[src/rtl/sru_pkg.sv]
package sru_pkg;
   typedef enum logic [1:0] {
      LVL_NONE = 2'b00,
      LVL_QTR  = 2'b01,
      LVL_HALF = 2'b10,
      LVL_ALL  = 2'b11
   } prot_lvl_e;

   typedef struct packed {
      logic      lock_en;
      prot_lvl_e lvl;
   } nv_bits_t;

   localparam int SB_LOCK = 7;
   localparam int SB_LVL1 = 3;
   localparam int SB_LVL0 = 2;
   localparam int SB_WEL  = 1;
   localparam int SB_BUSY = 0;
   localparam int SB_W    = 8;

   function automatic nv_bits_t pick_nv(input logic [SB_W-1:0] b);
      nv_bits_t r;
      r.lock_en = b[SB_LOCK];
      r.lvl     = prot_lvl_e'({b[SB_LVL1], b[SB_LVL0]});
      return r;
   endfunction
endpackage

[src/rtl/sru_wel_latch.sv]
module sru_wel_latch (
   input  logic clk,
   input  logic rst_n,
   input  logic set_i,
   input  logic clr_i,
   input  logic busy_i,
   output logic wel_o
);
   logic busy_q;
   logic busy_fall;

   assign busy_fall = busy_q & ~busy_i;

   always_ff @(posedge clk or negedge rst_n) begin
      if (!rst_n) begin
         busy_q <= 1'b0;
         wel_o  <= 1'b0;
      end else begin
         busy_q <= busy_i;
         if (busy_fall)
            wel_o <= 1'b0;
         else if (!busy_i) begin
            if (clr_i)
               wel_o <= 1'b0;
            else if (set_i)
               wel_o <= 1'b1;
         end
      end
   end

   assert_autoclr_R5: assert property (@(posedge clk) disable iff (!rst_n)
      $fell(busy_i) |=> !wel_o);
   assert_clr_R4: assert property (@(posedge clk) disable iff (!rst_n)
      (clr_i && !busy_i) |=> !wel_o);
   assert_set_R4: assert property (@(posedge clk) disable iff (!rst_n)
      (set_i && !clr_i && !busy_i && !$fell(busy_i)) |=> wel_o);
endmodule

[src/rtl/sru_blk_prot.sv]
module sru_blk_prot
   import sru_pkg::*;
#(
   parameter int ADDR_W = 12
) (
   input  logic [ADDR_W-1:0] addr_i,
   input  prot_lvl_e         lvl_i,
   output logic              hit_o
);
   localparam int TOP = ADDR_W - 1;

   generate
      if (ADDR_W < 2) begin : g_bad_width
         $error("sru_blk_prot: ADDR_W must be at least 2");
      end
   endgenerate

   logic upper_half;
   logic upper_qtr;

   assign upper_half = addr_i[TOP];
   assign upper_qtr  = addr_i[TOP] & addr_i[TOP-1];

   always_comb begin
      unique case (lvl_i)
         LVL_NONE: hit_o = 1'b0;
         LVL_QTR:  hit_o = upper_qtr;
         LVL_HALF: hit_o = upper_half;
         default:  hit_o = 1'b1;
      endcase
   end
endmodule

[src/rtl/sru_stat_reg.sv]
module sru_stat_reg
   import sru_pkg::*;
(
   input  logic            clk,
   input  logic            rst_n,
   input  logic            req_i,
   input  logic [SB_W-1:0] data_i,
   input  logic            ok_i,
   input  logic            lock_i,
   input  logic            cs_n_i,
   output nv_bits_t        nv_o
);
   nv_bits_t pend_q;
   logic     pend_vld;
   logic     cs_n_q;
   logic     cs_rise;

   assign cs_rise = ~cs_n_q & cs_n_i;

   always_ff @(posedge clk or negedge rst_n) begin
      if (!rst_n) begin
         nv_o     <= '0;
         pend_q   <= '0;
         pend_vld <= 1'b0;
         cs_n_q   <= 1'b1;
      end else begin
         cs_n_q <= cs_n_i;
         if (pend_vld && lock_i)
            pend_vld <= 1'b0;
         else if (pend_vld && cs_rise) begin
            nv_o     <= pend_q;
            pend_vld <= 1'b0;
         end else if (req_i && ok_i && !cs_n_i) begin
            pend_q   <= pick_nv(data_i);
            pend_vld <= 1'b1;
         end
      end
   end

   assert_frozen_R7: assert property (@(posedge clk) disable iff (!rst_n)
      lock_i |=> $stable(nv_o));
   assert_drop_R9: assert property (@(posedge clk) disable iff (!rst_n)
      (pend_vld && lock_i) |=> !pend_vld);
   assert_only_commit_R8: assert property (@(posedge clk) disable iff (!rst_n)
      !pend_vld |=> $stable(nv_o));
endmodule

[src/rtl/sr_protect_unit.sv]
module sr_protect_unit
   import sru_pkg::*;
#(
   parameter int ADDR_W    = 12,
   parameter int ADDR_IN_W = 16
) (
   input  logic                 clk,
   input  logic                 rst_n,
   input  logic                 wel_set_i,
   input  logic                 wel_clr_i,
   input  logic                 sr_wr_req_i,
   input  logic [7:0]           sr_wr_data_i,
   input  logic                 wp_n_i,
   input  logic                 cs_n_i,
   input  logic                 busy_i,
   input  logic [ADDR_IN_W-1:0] addr_i,
   output logic [7:0]           status_o,
   output logic                 mem_wr_ok_o,
   output logic                 sr_wr_ok_o
);
   generate
      if (ADDR_IN_W < ADDR_W) begin : g_bad_addr
         $error("sr_protect_unit: ADDR_IN_W must not be below ADDR_W");
      end
   endgenerate

   logic     wel;
   logic     hw_lock;
   logic     blk_hit;
   nv_bits_t nv;

   sru_wel_latch u_wel (
      .clk    (clk),
      .rst_n  (rst_n),
      .set_i  (wel_set_i),
      .clr_i  (wel_clr_i),
      .busy_i (busy_i),
      .wel_o  (wel)
   );

   assign hw_lock    = ~wp_n_i & nv.lock_en;
   assign sr_wr_ok_o = wel & ~busy_i & ~hw_lock;

   sru_stat_reg u_sr (
      .clk    (clk),
      .rst_n  (rst_n),
      .req_i  (sr_wr_req_i),
      .data_i (sr_wr_data_i),
      .ok_i   (sr_wr_ok_o),
      .lock_i (hw_lock),
      .cs_n_i (cs_n_i),
      .nv_o   (nv)
   );

   sru_blk_prot #(.ADDR_W(ADDR_W)) u_bp (
      .addr_i (addr_i[ADDR_W-1:0]),
      .lvl_i  (nv.lvl),
      .hit_o  (blk_hit)
   );

   assign mem_wr_ok_o = wel & ~busy_i & ~blk_hit;

   always_comb begin
      status_o          = '0;
      status_o[SB_LOCK] = nv.lock_en;
      status_o[SB_LVL1] = nv.lvl[1];
      status_o[SB_LVL0] = nv.lvl[0];
      status_o[SB_WEL]  = wel;
      if (busy_i)
         status_o = '1;
   end

   assert_busy_R3: assert property (@(posedge clk) disable iff (!rst_n)
      busy_i |-> (!mem_wr_ok_o && !sr_wr_ok_o));
   assert_all_R6: assert property (@(posedge clk) disable iff (!rst_n)
      (!busy_i && status_o[3:2] == 2'b11) |-> !mem_wr_ok_o);
   assert_needs_wel_R6: assert property (@(posedge clk) disable iff (!rst_n)
      mem_wr_ok_o |-> status_o[1]);
   assert_clean_R8: assert property (@(posedge clk) disable iff (!rst_n)
      (sr_wr_req_i && (sr_wr_data_i[6:4] != 3'b000 || sr_wr_data_i[1:0] != 2'b00))
      |=> (busy_i || status_o[6:4] == 3'b000));
   assert_hiaddr_R10: assert property (@(posedge clk) disable iff (!rst_n)
      ($stable(addr_i[ADDR_W-1:0]) && !$stable(addr_i) && $stable(status_o)
       && !busy_i && !$past(busy_i))
      |-> mem_wr_ok_o == $past(mem_wr_ok_o));
endmodule

[config.mk]
export PLATFORM = sky130hd
export DESIGN_NAME = sr_protect_unit
export DESIGN_NICKNAME = d
export VERILOG_FILES = /design/src/rtl/sru_pkg.sv /design/src/rtl/sru_wel_latch.sv /design/src/rtl/sru_blk_prot.sv /design/src/rtl/sru_stat_reg.sv /design/src/rtl/sr_protect_unit.sv
export SDC_FILE = /design/constraint.sdc
export NUM_CORES = 1
export LEC_CHECK = 0
export ABC_AREA = 0
export BUFFER_PORTS_ARGS = -buffer_cell sky130_fd_sc_hd__buf_2
export CAP_MARGIN = 20
export CORE_AREA = 2 2 39 41
export CTS_BUF_LIST = sky130_fd_sc_hd__clkbuf_16
export DETAILED_ROUTE_END_ITERATION = 6
export DIE_AREA = 0 0 41 43
export HOLD_SLACK_MARGIN = 0.05
export PLACE_DENSITY = 0.79
export SYNTH_ARGS = -nofsm -noshare
export SYNTH_HDL_FRONTEND = slang
export SYNTH_SLANG_ARGS = --single-unit
[constraint.sdc]
create_clock -name clk -period 2.35 [get_ports clk]
set_input_delay 0 -clock clk [delete_from_list [all_inputs] [get_ports clk]]
set_output_delay 0 -clock clk [all_outputs]
set_load 0.02 [all_outputs]
Yosys cells after proc, flatten, opt, wreduce, memory -nomap -nowiden
Cells that the tools add are included.
W data, S select, Z words.
{"block": "word_totals", "in_bits": 32, "ff_bits": 10, "elab_cells": 45}
{"block": "classes", "mux": 9, "n_eq_ne": 3, "n_reduce_logical": 11, "n_bitwise": 14}
{"op": "$mux W8", "count": 1}
{"op": "$and A1 B1 Y1", "count": 7}
{"op": "$mux W1", "count": 7}
{"op": "$not A1 Y1", "count": 7}
{"op": "$reduce_bool A3 Y1", "count": 2}
{"op": "$logic_and A1 B1 Y1", "count": 4}
{"op": "$reduce_and A2 Y1", "count": 2}
{"op": "$pmux W1 S3", "count": 1}
{"op": "$reduce_and A3 Y1", "count": 1}
{"op": "$eq A2 B1 Y1 const B", "count": 1}
{"op": "$eq A2 B2 Y1 const B", "count": 1}
{"op": "$logic_not A2 Y1", "count": 1}
{"op": "$ne A2 B1 Y1 const B", "count": 1}
{"op": "$logic_not A1 Y1", "count": 1}

Longest topological paths before layout
{"block": "depth", "depth_word": 9, "mapped_depth": 3}

Cells and area by module
From an unflattened synthesis, not the netlist that was laid out.
{"block": "hier_totals", "hier_cells": 40, "hier_area_um2": 503.0}
{"mod": "sru_stat_reg", "cells_per_inst": 20, "area_per_inst_um2": 325.3, "n_inst": 1}
{"mod": "sr_protect_unit", "cells_per_inst": 12, "area_per_inst_um2": 95.1, "n_inst": 1}
{"mod": "sru_wel_latch", "cells_per_inst": 5, "area_per_inst_um2": 68.8, "n_inst": 1}
{"mod": "sru_blk_prot", "cells_per_inst": 3, "area_per_inst_um2": 13.8, "n_inst": 1}

Worst setup path after synthesis
OpenSTA, ideal clock, no wires.
{"block": "synth_timing", "path_type": "reg-to-reg", "startpoint": "register u_sr.nv_o[2] in the netlist's numbering", "endpoint": "register u_sr.pend_q[0] in the netlist's numbering", "required_time_ns": 2.225, "stages_incl_launch_ff": 4, "path_slack_ns": 1.044, "arrival_time_ns": 1.181, "cell_sequence": "dfrtp_1 -> and2b_4 -> nor4b_4 -> mux2_2"}
{"block": "synth_between", "elab_chain_cells": 6}
{"element": "start: declaration", "line_no": "sru_stat_reg.sv:11", "source": "output nv_bits_t nv_o"}
{"element": "start signal: assignment", "line_no": "sru_stat_reg.sv:31", "source": "nv_o <= pend_q;"}
{"element": "$and A1 B1 Y1 *", "line_no": "sr_protect_unit.sv:41", "source": "assign hw_lock = ~wp_n_i & nv.lock_en;"}
{"element": "$not A1 Y1", "line_no": "sr_protect_unit.sv:42", "source": "assign sr_wr_ok_o = wel & ~busy_i & ~hw_lock;"}
{"element": "$and A1 B1 Y1", "line_no": "sr_protect_unit.sv:42"}
{"element": "$logic_and A1 B1 Y1 (2 in series)", "line_no": "sru_stat_reg.sv:33", "source": "end else if (req_i && ok_i && !cs_n_i) begin"}
{"element": "$reduce_and A3 Y1 (no source line) *"}
{"element": "end signal: assignment", "line_no": "sru_stat_reg.sv:34", "source": "pend_q <= pick_nv(data_i);"}
{"element": "end: declaration", "line_no": "sru_stat_reg.sv:13", "source": "nv_bits_t pend_q;"}
Mark *: on every way between the ends. The rest lies on a longest branch, timed or not.
A chain may end at the register's enable or synchronous reset.

Worst setup path in the final report
{"block": "layout_timing", "startpoint": "input port busy_i", "endpoint": "register u_sr.pend_q[0] in the netlist's numbering"}
{"block": "layout_between", "elab_chain_cells": 6}
{"element": "start: declaration", "line_no": "sr_protect_unit.sv:15", "source": "input logic busy_i,"}
{"element": "$not A1 Y1", "line_no": "sr_protect_unit.sv:42"}
{"element": "$and A1 B1 Y1 (2 in series)", "line_no": "sr_protect_unit.sv:42"}
{"element": "$logic_and A1 B1 Y1 (2 in series)", "line_no": "sru_stat_reg.sv:33"}
{"element": "$reduce_and A3 Y1 (no source line)"}
Every way passes these cells.

==> results <==
- In this run the remaining antenna-violating nets after routing total 0.
- The aggregate global-route resource usage is roughly 11%.
- Once placement completed, the tool counted placed cells totaling 73.
- The net count after synthesis is 71.
- The area of the mapped netlist is between 400 and 500 µm².
- Setup repair after global routing left no endpoint under its margin.
- The detail-routed via count per cell is approximately 4.4.
- The filler cells instantiated in the layout total 130.
- At the end of routability-driven placement, the weighted congestion stood at a little under 0.7.
- After detailed routing, no signal wire sits above met4.
- Max-cap violations in this run came to 0.
- The clock root buffer master is clkbuf_16.
- The routed length on met1 is ~360 µm.
- The peak supply drop is around 0.53 mV.
- After detailed routing, the met2 layer carries ~380 µm of wire.
- The later pin in the worst-skew pair is clocked with a latency of approximately 0.24 ns.
- The final cell count without fillers is 83.
- The critical-path maximum fanout is 12.
- The critical path starts at busy_i.
- The synthesized area per cell is about 13 µm².
- The reg-to-reg critical path startpoint is u_sr.nv_o[2].
- The die covers 1760 µm².
- The number of failing setup endpoints in the final timing report is 0.
- TritonCTS built the clock tree.
- During synthesis, Yosys emitted a total of 0 warnings.
- Post-CTS timing repair inserted 0 buffers for setup.
- Counting every sink on the clock net gives 10.
- The power per cell area is approximately 950 nW/µm².
- The post-cts hold buffer count is 6.
- The maximum buffer depth of the clock tree is 2.
- Counting flops and latches in the post-synthesis netlist gives 10.
- The critical path required time is about 2.5 ns.
- The switching portion of total power is ~25%.
- The relative contribution of combinational cells to total power is 22.2%.
- The wire length on met3 is 116 µm.
- The first-pass iteration count of the detailed router is 3.
- The count of buffers from port buffering is 22.
- Based on the critical path, the design can be clocked at up to about 0.66 GHz.
- The routed length per placed instance is approximately 11 µm.
- The number of antenna violations at the first check in global routing came to 0.
- The max-slew headroom at the worst pin is between 70% and 80%.
- The number of failing hold endpoints at the final stage was 0.
- The cell row count is 14.
- The kind of critical path is input port to flip-flop.
- The number of DRC markers after the initial detailed-route iteration is 2.
- The total negative slack is 0 ns.
- The antenna diode instance count is 0.
- The die boundary width is around 41 µm.
- The clock power share is ~43%.
- Synthesis handed over a netlist of 39 instances.
- The number of gates resized after CTS was 0.
- The H-tree depth reported by CTS is 1.
- The clock-pin transition on the worst setup and hold timing paths is 0.04 ns.
- The hold path startpoint is wp_n_i.
- STA classifies the critical path startpoint as an input port.
- The setup check on the worst reg-to-reg path leaves a slack of a little over 0.9 ns.
- For this design the top-level I/O count stands at 42.
- The internal power of the cells totals ~0.53 mW.
- The number of unique standard cell types used by synthesis is 20.
- The sequential element share of the synthesized area is roughly half.
- Between clock sinks in the finished design, the worst skew comes to just under 0.005 ns.
- The largest single stage delay on the critical path is ~0.54 ns.
- The final critical path time including I/O delays and setup is 1.52 ns.
- The die is ~43 µm tall.
- The vias after detailed routing is around 370.
- The via count of the first global-routing pass is around 340.
- The critical path capture point type is a flip-flop.
- For this block, the routed nets add up to a little under 900 µm of wire.
- The layout-stage area growth over the synthesis result is 48.0%.
- For this design the total switching power over the nets is ~0.18 mW.
- The run finished with clean final reports.
- The pin count of the biggest net entering global routing is 13.
- At the pin with the least slew margin, the transition time is roughly 0.34 ns.
- After legalization and detailed placement, the total HPWL measured approximately 670 µm.
- For this configuration, the core starts out at a cell density of between 30 and 40%.
- The final layout contains 100 nets.
- Global routing finished with a remaining overflow of 0.
- Registers are responsible for about a third of the overall power.
- At the worst endpoint, the arrival time is around 1.6 ns.
- The placeable core region is 1380 µm².
- Walking the worst path, the cells encountered are dlygate4sd3_1 > buf_2 > nand2b_4 > nor4b_4 > mux2_2.
- The remaining design rule violation count is 0.
- In this run, CTS created clock tree buffers numbering 3.
- For this design the static power due to leakage is between 0.3 and 0.4 nW.
- The final-report max-slew violation count is 0.
- The share of post-route cells with drive strength above 1 is roughly 60%.
- In the finished design, the share of the clock period the worst path needs comes to between 60 and 70%.
- The first global-routing pass estimated around 1300 µm of wire.
- The slowest stage of the critical path is the dlygate4sd3_1 cell.
- The worst hold path belongs to the class input port to flip-flop.
[worst max-delay path: cells and delay by family]
| kind | cells | cell delay [ns] |
|---|---|---|
| buffers and inverters | 2 | 0.71 |
| and+or+nand+nor | 2 | 0.54 |
| muxes | 1 | 0.38 |
[power by group through the flow]
stage          logic [mW]  clock network (mW)  registers [mW]
2_1_floorplan       0.114                   0           0.240
3_3_place_gp        0.146                   0           0.247
3_5_place_dp        0.150                   0           0.250
4_1_cts             0.158               0.304           0.248
5_1_grt             0.171               0.316           0.251
6_report            0.156               0.298           0.247
[worst paths after layout]
| kind | endpoint | depth (start not counted) |
|---|---|---|
| min | u_sr.nv_o[2] | 3 |
| min in group asynchronous | u_wel.busy_q | 2 |
| max in group asynchronous | u_sr.cs_n_q | 2 |
| max reg2reg | u_sr.pend_q[0] | 3 |
| max | u_sr.pend_q[0] | 5 |
| min reg2reg | u_sr.pend_vld | 1 |
[cell usage after synthesis]
cell type	instances	area (µm²)
dfrtp_1	9	225
mux2_2	5	56.3
buf_4	4	30.0
or2_2	4	25.0
nor2_1	2	7.51
a21o_2	1	8.76
a21oi_1	1	5.00
a22o_1	1	8.76
a311oi_1	1	8.76
and2b_2	1	8.76
and2b_4	1	10.0
and3b_1	1	8.76
dfstp_2	1	26.3
inv_1	1	3.75
nand2_1	1	3.75
nand2b_4	1	13.8
nor2b_1	1	6.26
nor4b_4	1	23.8
o21a_1	1	7.51
o22a_2	1	10.0
[per-layer routing]
layer / global-route usage, % / vias up
met3: 6.28 / 2
met2: 17.5 / 23
li1: - / 188
met4: 8.00 / 0
met1: 10.8 / 155
met5: 0 / -
[placed cells by master, fill, tap and decap left out]
master	count
nand2b_4	1
a21oi_1	1
and2b_2	1
nor4b_4	1
dlygate4sd3_1	6
and2b_4	1
nand2_1	1
and3b_1	1
o22a_2	1
a21o_2	1
a22o_1	1
or2_2	4
buf_2	22
mux2_2	5
a311oi_1	1
o21a_1	1
clkbuf_16	3
dfrtp_1	9
dfstp_2	1
nor2_1	2
inv_1	2
nor2b_1	1
[registers in the layout, summed over array words and instances, names as in the netlist]
register	count
u_wel.busy_q	1
u_sr.pend_vld	1
u_sr.cs_n_q	1
u_wel.wel_o	1
u_sr.pend_q	3
u_sr.nv_o	3
[kinds of logic after synthesis]
kind of cell	after synthesis	share of synthesized area, %
AO/OA/AOI/OAI	6	9.80
buffers and inverters	5	6.78
flip-flops	10	50.5
multiplexers	5	11.3
AND/OR/NAND/NOR	13	21.6
[metrics by stage]
step                      setup slack, ns  total power [mW]  util (%)  hold slack, ns  cell area, µm²
final                               0.832             0.701      53.3          0.0523             737
after global routing                0.746             0.738      53.3          0.0799             737
after CTS                           0.816             0.710      53.3          0.0528             737
after detailed placement            0.924             0.399      43.2          -0.131             598
after global placement              0.963             0.393      43.2          -0.134             598
after floorplan                      1.04             0.354         -          -0.296             498
[area by class of cell]
| type | instances | area (µm²) | area share (%) |
|---|---|---|---|
| sequential | 10 | 251 | 34.1 |
| multi-input combinational | 24 | 213 | 28.9 |
| timing repair buffer | 28 | 170 | 23.1 |
| clock buffer | 3 | 75.1 | 10.2 |
| tap | 16 | 20.0 | 2.72 |
| clock inverter | 1 | 3.75 | 0.509 |
| inverter | 1 | 3.75 | 0.509 |
Note: power is estimated with default switching activity, not from simulation.
